===== config.mk =====
export PLATFORM = sky130hd
export DESIGN_NAME = presc_event_timer
export DESIGN_NICKNAME = d
export VERILOG_FILES = /design/src/rtl/pet_pkg.sv /design/src/rtl/pet_addr_decode.sv /design/src/rtl/pet_down_counter.sv /design/src/rtl/pet_event_counter.sv /design/src/rtl/pet_read_port.sv /design/src/rtl/presc_event_timer.sv
export SDC_FILE = /design/constraint.sdc
export NUM_CORES = 1
export LEC_CHECK = 0
export BUFFER_PORTS_ARGS = -buffer_cell sky130_fd_sc_hd__clkbuf_2
export CAP_MARGIN = 25
export CORE_MARGIN = 5
export CORE_UTILIZATION = 54
export CTS_BUF_LIST = sky130_fd_sc_hd__clkbuf_16
export DETAILED_ROUTE_END_ITERATION = 12
export HOLD_SLACK_MARGIN = 0.08
export PLACE_DENSITY = 0.77
export SYNTH_ARGS = -nofsm -noshare
export SYNTH_HDL_FRONTEND = slang
export SYNTH_SLANG_ARGS = --single-unit

===== constraint.sdc =====
create_clock -name clk -period 2.15 [get_ports clk]
set_input_delay 0.1075 -clock clk [delete_from_list [all_inputs] [get_ports clk]]
set_output_delay 0.1075 -clock clk [all_outputs]
set_load 0.02 [all_outputs]

===== src/rtl/pet_pkg.sv =====
package pet_pkg;

  // Register indices; the offsets are part of the software contract.
  typedef enum logic [1:0] {
    REG_RELOAD = 2'd0,
    REG_DOWN   = 2'd1,
    REG_EVENT  = 2'd2
  } reg_idx_e;

  // One write strobe per implemented register.
  typedef struct packed {
    logic reload;
    logic down;
    logic evt;
  } wr_strobe_t;

endpackage


===== src/rtl/pet_addr_decode.sv =====
module pet_addr_decode #(
  parameter int ADDR_W = 2
) (
  input  logic [ADDR_W-1:0] addr,
  input  logic              wr_en,
  output pet_pkg::wr_strobe_t strb,
  output logic              addr_valid
);
  import pet_pkg::*;

  logic hit_reload;
  logic hit_down;
  logic hit_evt;

  always_comb begin
    hit_reload = (addr == ADDR_W'(REG_RELOAD));
    hit_down   = (addr == ADDR_W'(REG_DOWN));
    hit_evt    = (addr == ADDR_W'(REG_EVENT));
    addr_valid = hit_reload | hit_down | hit_evt;
    strb.reload = wr_en & hit_reload;
    strb.down   = wr_en & hit_down;
    strb.evt    = wr_en & hit_evt;
  end

endmodule


===== src/rtl/pet_down_counter.sv =====
module pet_down_counter #(
  parameter int CNT_W = 32
) (
  input  logic             clk,
  input  logic             rst_n,
  input  logic             tick,
  input  logic             wr,
  input  logic [CNT_W-1:0] wr_data,
  input  logic [CNT_W-1:0] reload,
  output logic [CNT_W-1:0] count,
  output logic             wrap_evt
);

  logic [CNT_W-1:0] count_q;

  // A tick at zero reloads the count; any other tick steps it down.
  function automatic logic [CNT_W-1:0] step_down(input logic [CNT_W-1:0] cur,
                                                 input logic [CNT_W-1:0] rl);
    if (cur == '0) return rl;
    return cur - CNT_W'(1);
  endfunction

  assign wrap_evt = tick && (count_q == '0);
  assign count    = count_q;

  always_ff @(posedge clk) begin
    if (!rst_n) begin
      count_q <= '0;
    end else if (wr) begin
      count_q <= wr_data;
    end else if (tick) begin
      count_q <= step_down(count_q, reload);
    end
  end

endmodule


===== src/rtl/pet_event_counter.sv =====
module pet_event_counter #(
  parameter int CNT_W = 32
) (
  input  logic             clk,
  input  logic             rst_n,
  input  logic             wrap,
  input  logic             wr,
  input  logic [CNT_W-1:0] wr_data,
  output logic [CNT_W-1:0] count
);

  logic [CNT_W-1:0] count_q;

  // Modulo-2^CNT_W increment.
  function automatic logic [CNT_W-1:0] step_up(input logic [CNT_W-1:0] cur);
    return cur + CNT_W'(1);
  endfunction

  assign count = count_q;

  always_ff @(posedge clk) begin
    if (!rst_n) begin
      count_q <= '0;
    end else if (wr) begin
      count_q <= wr_data;
    end else if (wrap) begin
      count_q <= step_up(count_q);
    end
  end

endmodule


===== src/rtl/pet_read_port.sv =====
module pet_read_port #(
  parameter int CNT_W  = 32,
  parameter int ADDR_W = 2
) (
  input  logic              clk,
  input  logic              rst_n,
  input  logic [ADDR_W-1:0] addr,
  input  logic              addr_valid,
  input  logic [CNT_W-1:0]  reload,
  input  logic [CNT_W-1:0]  down,
  input  logic [CNT_W-1:0]  evt,
  output logic [CNT_W-1:0]  rd_data
);
  import pet_pkg::*;

  logic [CNT_W-1:0] rd_q;

  function automatic logic [CNT_W-1:0] pick(input logic [ADDR_W-1:0] a,
                                            input logic              ok,
                                            input logic [CNT_W-1:0]  r,
                                            input logic [CNT_W-1:0]  d,
                                            input logic [CNT_W-1:0]  e);
    if (!ok) return '0;
    if (a == ADDR_W'(REG_RELOAD)) return r;
    if (a == ADDR_W'(REG_DOWN)) return d;
    return e;
  endfunction

  always_ff @(posedge clk) begin
    if (!rst_n) rd_q <= '0;
    else        rd_q <= pick(addr, addr_valid, reload, down, evt);
  end

  assign rd_data = rd_q;

endmodule


===== src/rtl/presc_event_timer.sv =====
module presc_event_timer #(
  parameter int CNT_W  = 32,
  parameter int ADDR_W = 2
) (
  input  logic              clk,
  input  logic              rst_n,
  input  logic              tick_en,
  input  logic [ADDR_W-1:0] addr,
  input  logic              wr_en,
  input  logic [CNT_W-1:0]  wr_data,
  output logic [CNT_W-1:0]  rd_data
);
  import pet_pkg::*;

  wr_strobe_t       strb;
  logic             addr_valid;
  logic [CNT_W-1:0] reload_q;
  logic [CNT_W-1:0] down_q;
  logic [CNT_W-1:0] evt_q;
  logic             wrap_evt;

  pet_addr_decode #(.ADDR_W(ADDR_W)) u_dec (
    .addr       (addr),
    .wr_en      (wr_en),
    .strb       (strb),
    .addr_valid (addr_valid)
  );

  always_ff @(posedge clk) begin
    if (!rst_n)           reload_q <= '0;
    else if (strb.reload) reload_q <= wr_data;
  end

  pet_down_counter #(.CNT_W(CNT_W)) u_down (
    .clk      (clk),
    .rst_n    (rst_n),
    .tick     (tick_en),
    .wr       (strb.down),
    .wr_data  (wr_data),
    .reload   (reload_q),
    .count    (down_q),
    .wrap_evt (wrap_evt)
  );

  pet_event_counter #(.CNT_W(CNT_W)) u_evt (
    .clk     (clk),
    .rst_n   (rst_n),
    .wrap    (wrap_evt),
    .wr      (strb.evt),
    .wr_data (wr_data),
    .count   (evt_q)
  );

  pet_read_port #(.CNT_W(CNT_W), .ADDR_W(ADDR_W)) u_rd (
    .clk        (clk),
    .rst_n      (rst_n),
    .addr       (addr),
    .addr_valid (addr_valid),
    .reload     (reload_q),
    .down       (down_q),
    .evt        (evt_q),
    .rd_data    (rd_data)
  );

endmodule


==> flow_summary.rst <==
.. list-table::
   :header-rows: 1

   * - Metric
     - Value
   * - Chip Height
     - 124.3 um
   * - Period Utilization, post-route
     - 98.48%
   * - Detailed placement HPWL
     - 15.71 mm
   * - Initial Utilization
     - 55.42%
   * - Power after layout
     - 0.007195 W
   * - Worst-Skew Late Latency
     - 0.42 ns
   * - Synthesized area per cell
     - 7.705 um2
   * - Placeable core region
     - 0.01272 mm2
   * - Relative slew margins
     - 44.60%
   * - Post-DP Area
     - 0.007981 mm2
   * - Run status
     - completed
   * - Die width
     - 124.3 um
   * - Number of buffers created by CTS
     - 17
   * - Seq cells post-synth
     - 128
   * - Synthesis Warnings
     - 0
   * - R2R cell count
     - 5
   * - Peak supply drop
     - 0.8642 mV
   * - Initial antenna violation count
     - 0
   * - Commonest non-fill, non-tap cell in the layout
     - sky130_fd_sc_hd__dfxtp_1
   * - Via count of the first global-routing pass
     - 7,392
   * - Area occupied by registers
     - 0.002562 mm2
   * - Data arrival time of the critical path
     - 2.46 ns
   * - Sequential-to-total area share from yosys stat
     - 36.34%
   * - Top library cells by usage in the layout, fill and taps aside
     - 128 x sky130_fd_sc_hd__dfxtp_1, 102 x sky130_fd_sc_hd__nand2_1, 93 x sky130_fd_sc_hd__buf_4
   * - Clock sinks
     - 128
   * - Clock tree from TritonCTS
     - done
   * - Buffers from clock root to sink, at most
     - 2
   * - Post-layout minimum cycle time
     - 2.117 ns
   * - Signed area change from the synthesized netlist to the final layout
     - 27.22%
   * - Ordered list of cells on the worst path
     - or4_4 -> or4_4 -> nor4_4 -> xnor2_1 -> a221oi_2
   * - Final setup violation count
     - 0
   * - Final cell count without fillers
     - 1,229
   * - Maximum number of pins on one net before global-route repair
     - 54
   * - Fmax
     - 472.3 MHz
   * - Required @ worst endpoint
     - 2.49 ns
   * - Number of library cell types mapped by synthesis
     - 62
   * - Vias
     - 7,874
   * - Number of DRC violations after detailed routing
     - 0
   * - Slew of the pin with the lowest slew margin
     - 0.8310 ns
   * - Post-route ant nets
     - 0
   * - Clock tree root buffer cell
     - sky130_fd_sc_hd__clkbuf_16
   * - Final number of hold-violating endpoints
     - 0
   * - Clock slew at reported path FFs
     - 0.05 ns
   * - Power Density
     - 802.1 mW/mm2
   * - Endpoint kind of the worst setup timing path
     - flip-flop
   * - Routed wire length
     - 23.48 mm
   * - Port bufs
     - 69
   * - Total number of placement rows
     - 41
   * - Top area cells in the synthesized netlist
     - sky130_fd_sc_hd__dfxtp_1 36%, sky130_fd_sc_hd__a21oi_1 6.5%, sky130_fd_sc_hd__nand2_1 5.4%
   * - Worst Setup Start Kind
     - flip-flop
   * - Wire length per cell
     - 19.10 um
   * - Critical setup path kind
     - flip-flop to flip-flop
   * - FFs w/ async S/R, synth
     - 0%
   * - Remaining global-route overflow
     - 0
   * - Share of post-route cells with drive strength above 1
     - 21.57%
   * - Total nets after synthesis
     - 956
   * - Tot GR Track Use
     - 29.19%
   * - Final nets
     - 1,089
   * - Unrepaired setup endpoints after global routing
     - true
   * - Combined area of all synthesized cells
     - 0.007051 mm2
   * - Area share of the largest cell type after synthesis
     - 36.34%
   * - Cell taking the most area after synthesis
     - sky130_fd_sc_hd__dfxtp_1
   * - Largest incremental delay on the critical path
     - 0.58 ns
   * - Max-slew violation total from the final report
     - 0
   * - Starting DRC count in detailed routing
     - 1,155
   * - Level count of the clock H-tree
     - 4
   * - Crit Path Max Fanout
     - 4
   * - I/O pin count
     - 70
   * - Max-cap violation count
     - 0
   * - Fillers
     - 1,021
   * - Standby leakage power
     - 3.532 nW
   * - Fin area
     - 0.008970 mm2
   * - Hold crit path type
     - input port to flip-flop
   * - Top flip-flop cell by instance count after synthesis
     - sky130_fd_sc_hd__dfxtp_1
   * - Area used by multi-input combinational logic
     - 0.004209 mm2
   * - Global-route wire length before repair
     - 37.81 mm
   * - Fraction of the core area covered by cells at the end of the flow
     - 70.51%
   * - Cell repeated most along the worst path
     - sky130_fd_sc_hd__or4_4
   * - First-pass iteration count of the detailed router
     - 5
   * - Dpl cells
     - 1,168
   * - Die area
     - 0.01544 mm2
   * - CP max stage cell
     - sky130_fd_sc_hd__or4_4
   * - Routability congestion estimate from global placement
     - 0.9271
   * - Worst setup skew after layout
     - 0.006169 ns
   * - Synth Instances
     - 915
   * - Antenna Diode Count
     - 0
   * - Routed via count divided by cell count
     - 6.407
   * - Number of enable flip-flop cells after synthesis
     - 0
   * - Count of cells along the worst hold path
     - 3
[report_power, final]
part	internal (W)	switching (W)
Combinational	0.000774	0.000987
Sequential	0.00252	0.000141
Clock	0.00177	0.00101
Total	0.00506	0.00214
[routing by layer]
| metal | wire [um] | vias to the layer above | track usage (%) |
|---|---|---|---|
| li1 | - | 3624 | - |
| met2 | 10910 | 493 | 46.25 |
| met1 | 9609 | 3689 | 39.12 |
| met3 | 2445 | 68 | 7.118 |
| met5 | 0 | - | 0 |
| met4 | 514 | 0 | 9.413 |
[sequential cells by signal (all words and copies together) (netlist names)]
signal	cells
u_evt.count	32
reload_q	32
u_rd.rd_data	32
u_down.count	32
[critical path, delay by kind of cell (launching register included)]
kind,cells,cell delay [ns]
XOR/XNOR,1,0.11
AND/OR/NAND/NOR,3,1.32
AO/OA/AOI/OAI,1,0.26
flip-flops,1,0.35
[worst paths after layout]
kind,endpoint,slack (ns),from
max,u_down.count[15],0.03,u_down.count[10]
min,u_rd.rd_data[19],0.14,rst_n
max reg2reg,u_down.count[15],0.03,u_down.count[10]
min reg2reg,reload_q[31],0.47,reload_q[31]
[final cells by class]
class | count | share of cell area, %
clock inverters | 11 | 1.395
clock buffers | 17 | 4.743
flip-flops and latches | 128 | 28.57
multi-input cells | 697 | 46.92
well taps | 172 | 2.399
inverters | 7 | 0.2929
repair buffers | 197 | 15.68
[Yosys cell counts (4+ instances only)]
master                     count
sky130_fd_sc_hd__and3_1       22
sky130_fd_sc_hd__o21ai_0      56
sky130_fd_sc_hd__clkbuf_1     64
sky130_fd_sc_hd__buf_2         8
sky130_fd_sc_hd__and2_1        6
sky130_fd_sc_hd__buf_4         4
sky130_fd_sc_hd__o211ai_1      9
sky130_fd_sc_hd__o31a_1        6
sky130_fd_sc_hd__a21oi_1      92
sky130_fd_sc_hd__nor3b_1       9
sky130_fd_sc_hd__nor3_1       53
sky130_fd_sc_hd__inv_1         6
sky130_fd_sc_hd__nand3_1      34
sky130_fd_sc_hd__mux2i_1      34
sky130_fd_sc_hd__nand4_1      17
sky130_fd_sc_hd__a211o_1       4
sky130_fd_sc_hd__a211oi_1     11
sky130_fd_sc_hd__xnor2_1       9
sky130_fd_sc_hd__nor2_1       86
sky130_fd_sc_hd__o22ai_1       9
sky130_fd_sc_hd__nor4_4        4
sky130_fd_sc_hd__a311oi_1     11
sky130_fd_sc_hd__and4_1       12
sky130_fd_sc_hd__nor4_1       23
sky130_fd_sc_hd__nand2_1     102
sky130_fd_sc_hd__xor2_1        4
sky130_fd_sc_hd__or3_1        17
sky130_fd_sc_hd__a31oi_1      11
sky130_fd_sc_hd__o31ai_1       4
sky130_fd_sc_hd__dfxtp_1     128
[repair_timing]
item	in CTS	in global routing
endpoints found under the setup margin	3	36
endpoints found under the hold margin	75	0
pin swaps	0	3
hold buffers	32	0
buffers inserted	0	1
gates resized for setup	3	15
[stage by stage]
step | setup slack [ns] | TNS (ns) | hold WS, ns
floorplan | 0.007936 | 0 | 0.2399
global placement | 0.04408 | 0 | 0.3635
detailed placement | -0.05746 | -0.06164 | 0.3677
CTS | 0.003385 | 0 | 0.1291
global route | -0.04939 | -0.3893 | 0.1551
finish | 0.03261 | 0 | 0.1422
[cell families after synthesis]
logic type	synth area share, %
compound gates	19.98
fa+ha+maj	0.5324
xor+xnor	1.615
mux	5.146
buf+inv	5.554
flops	36.34
simple gates	30.82
No activity file was read; power rests on OpenSTA's default activity.
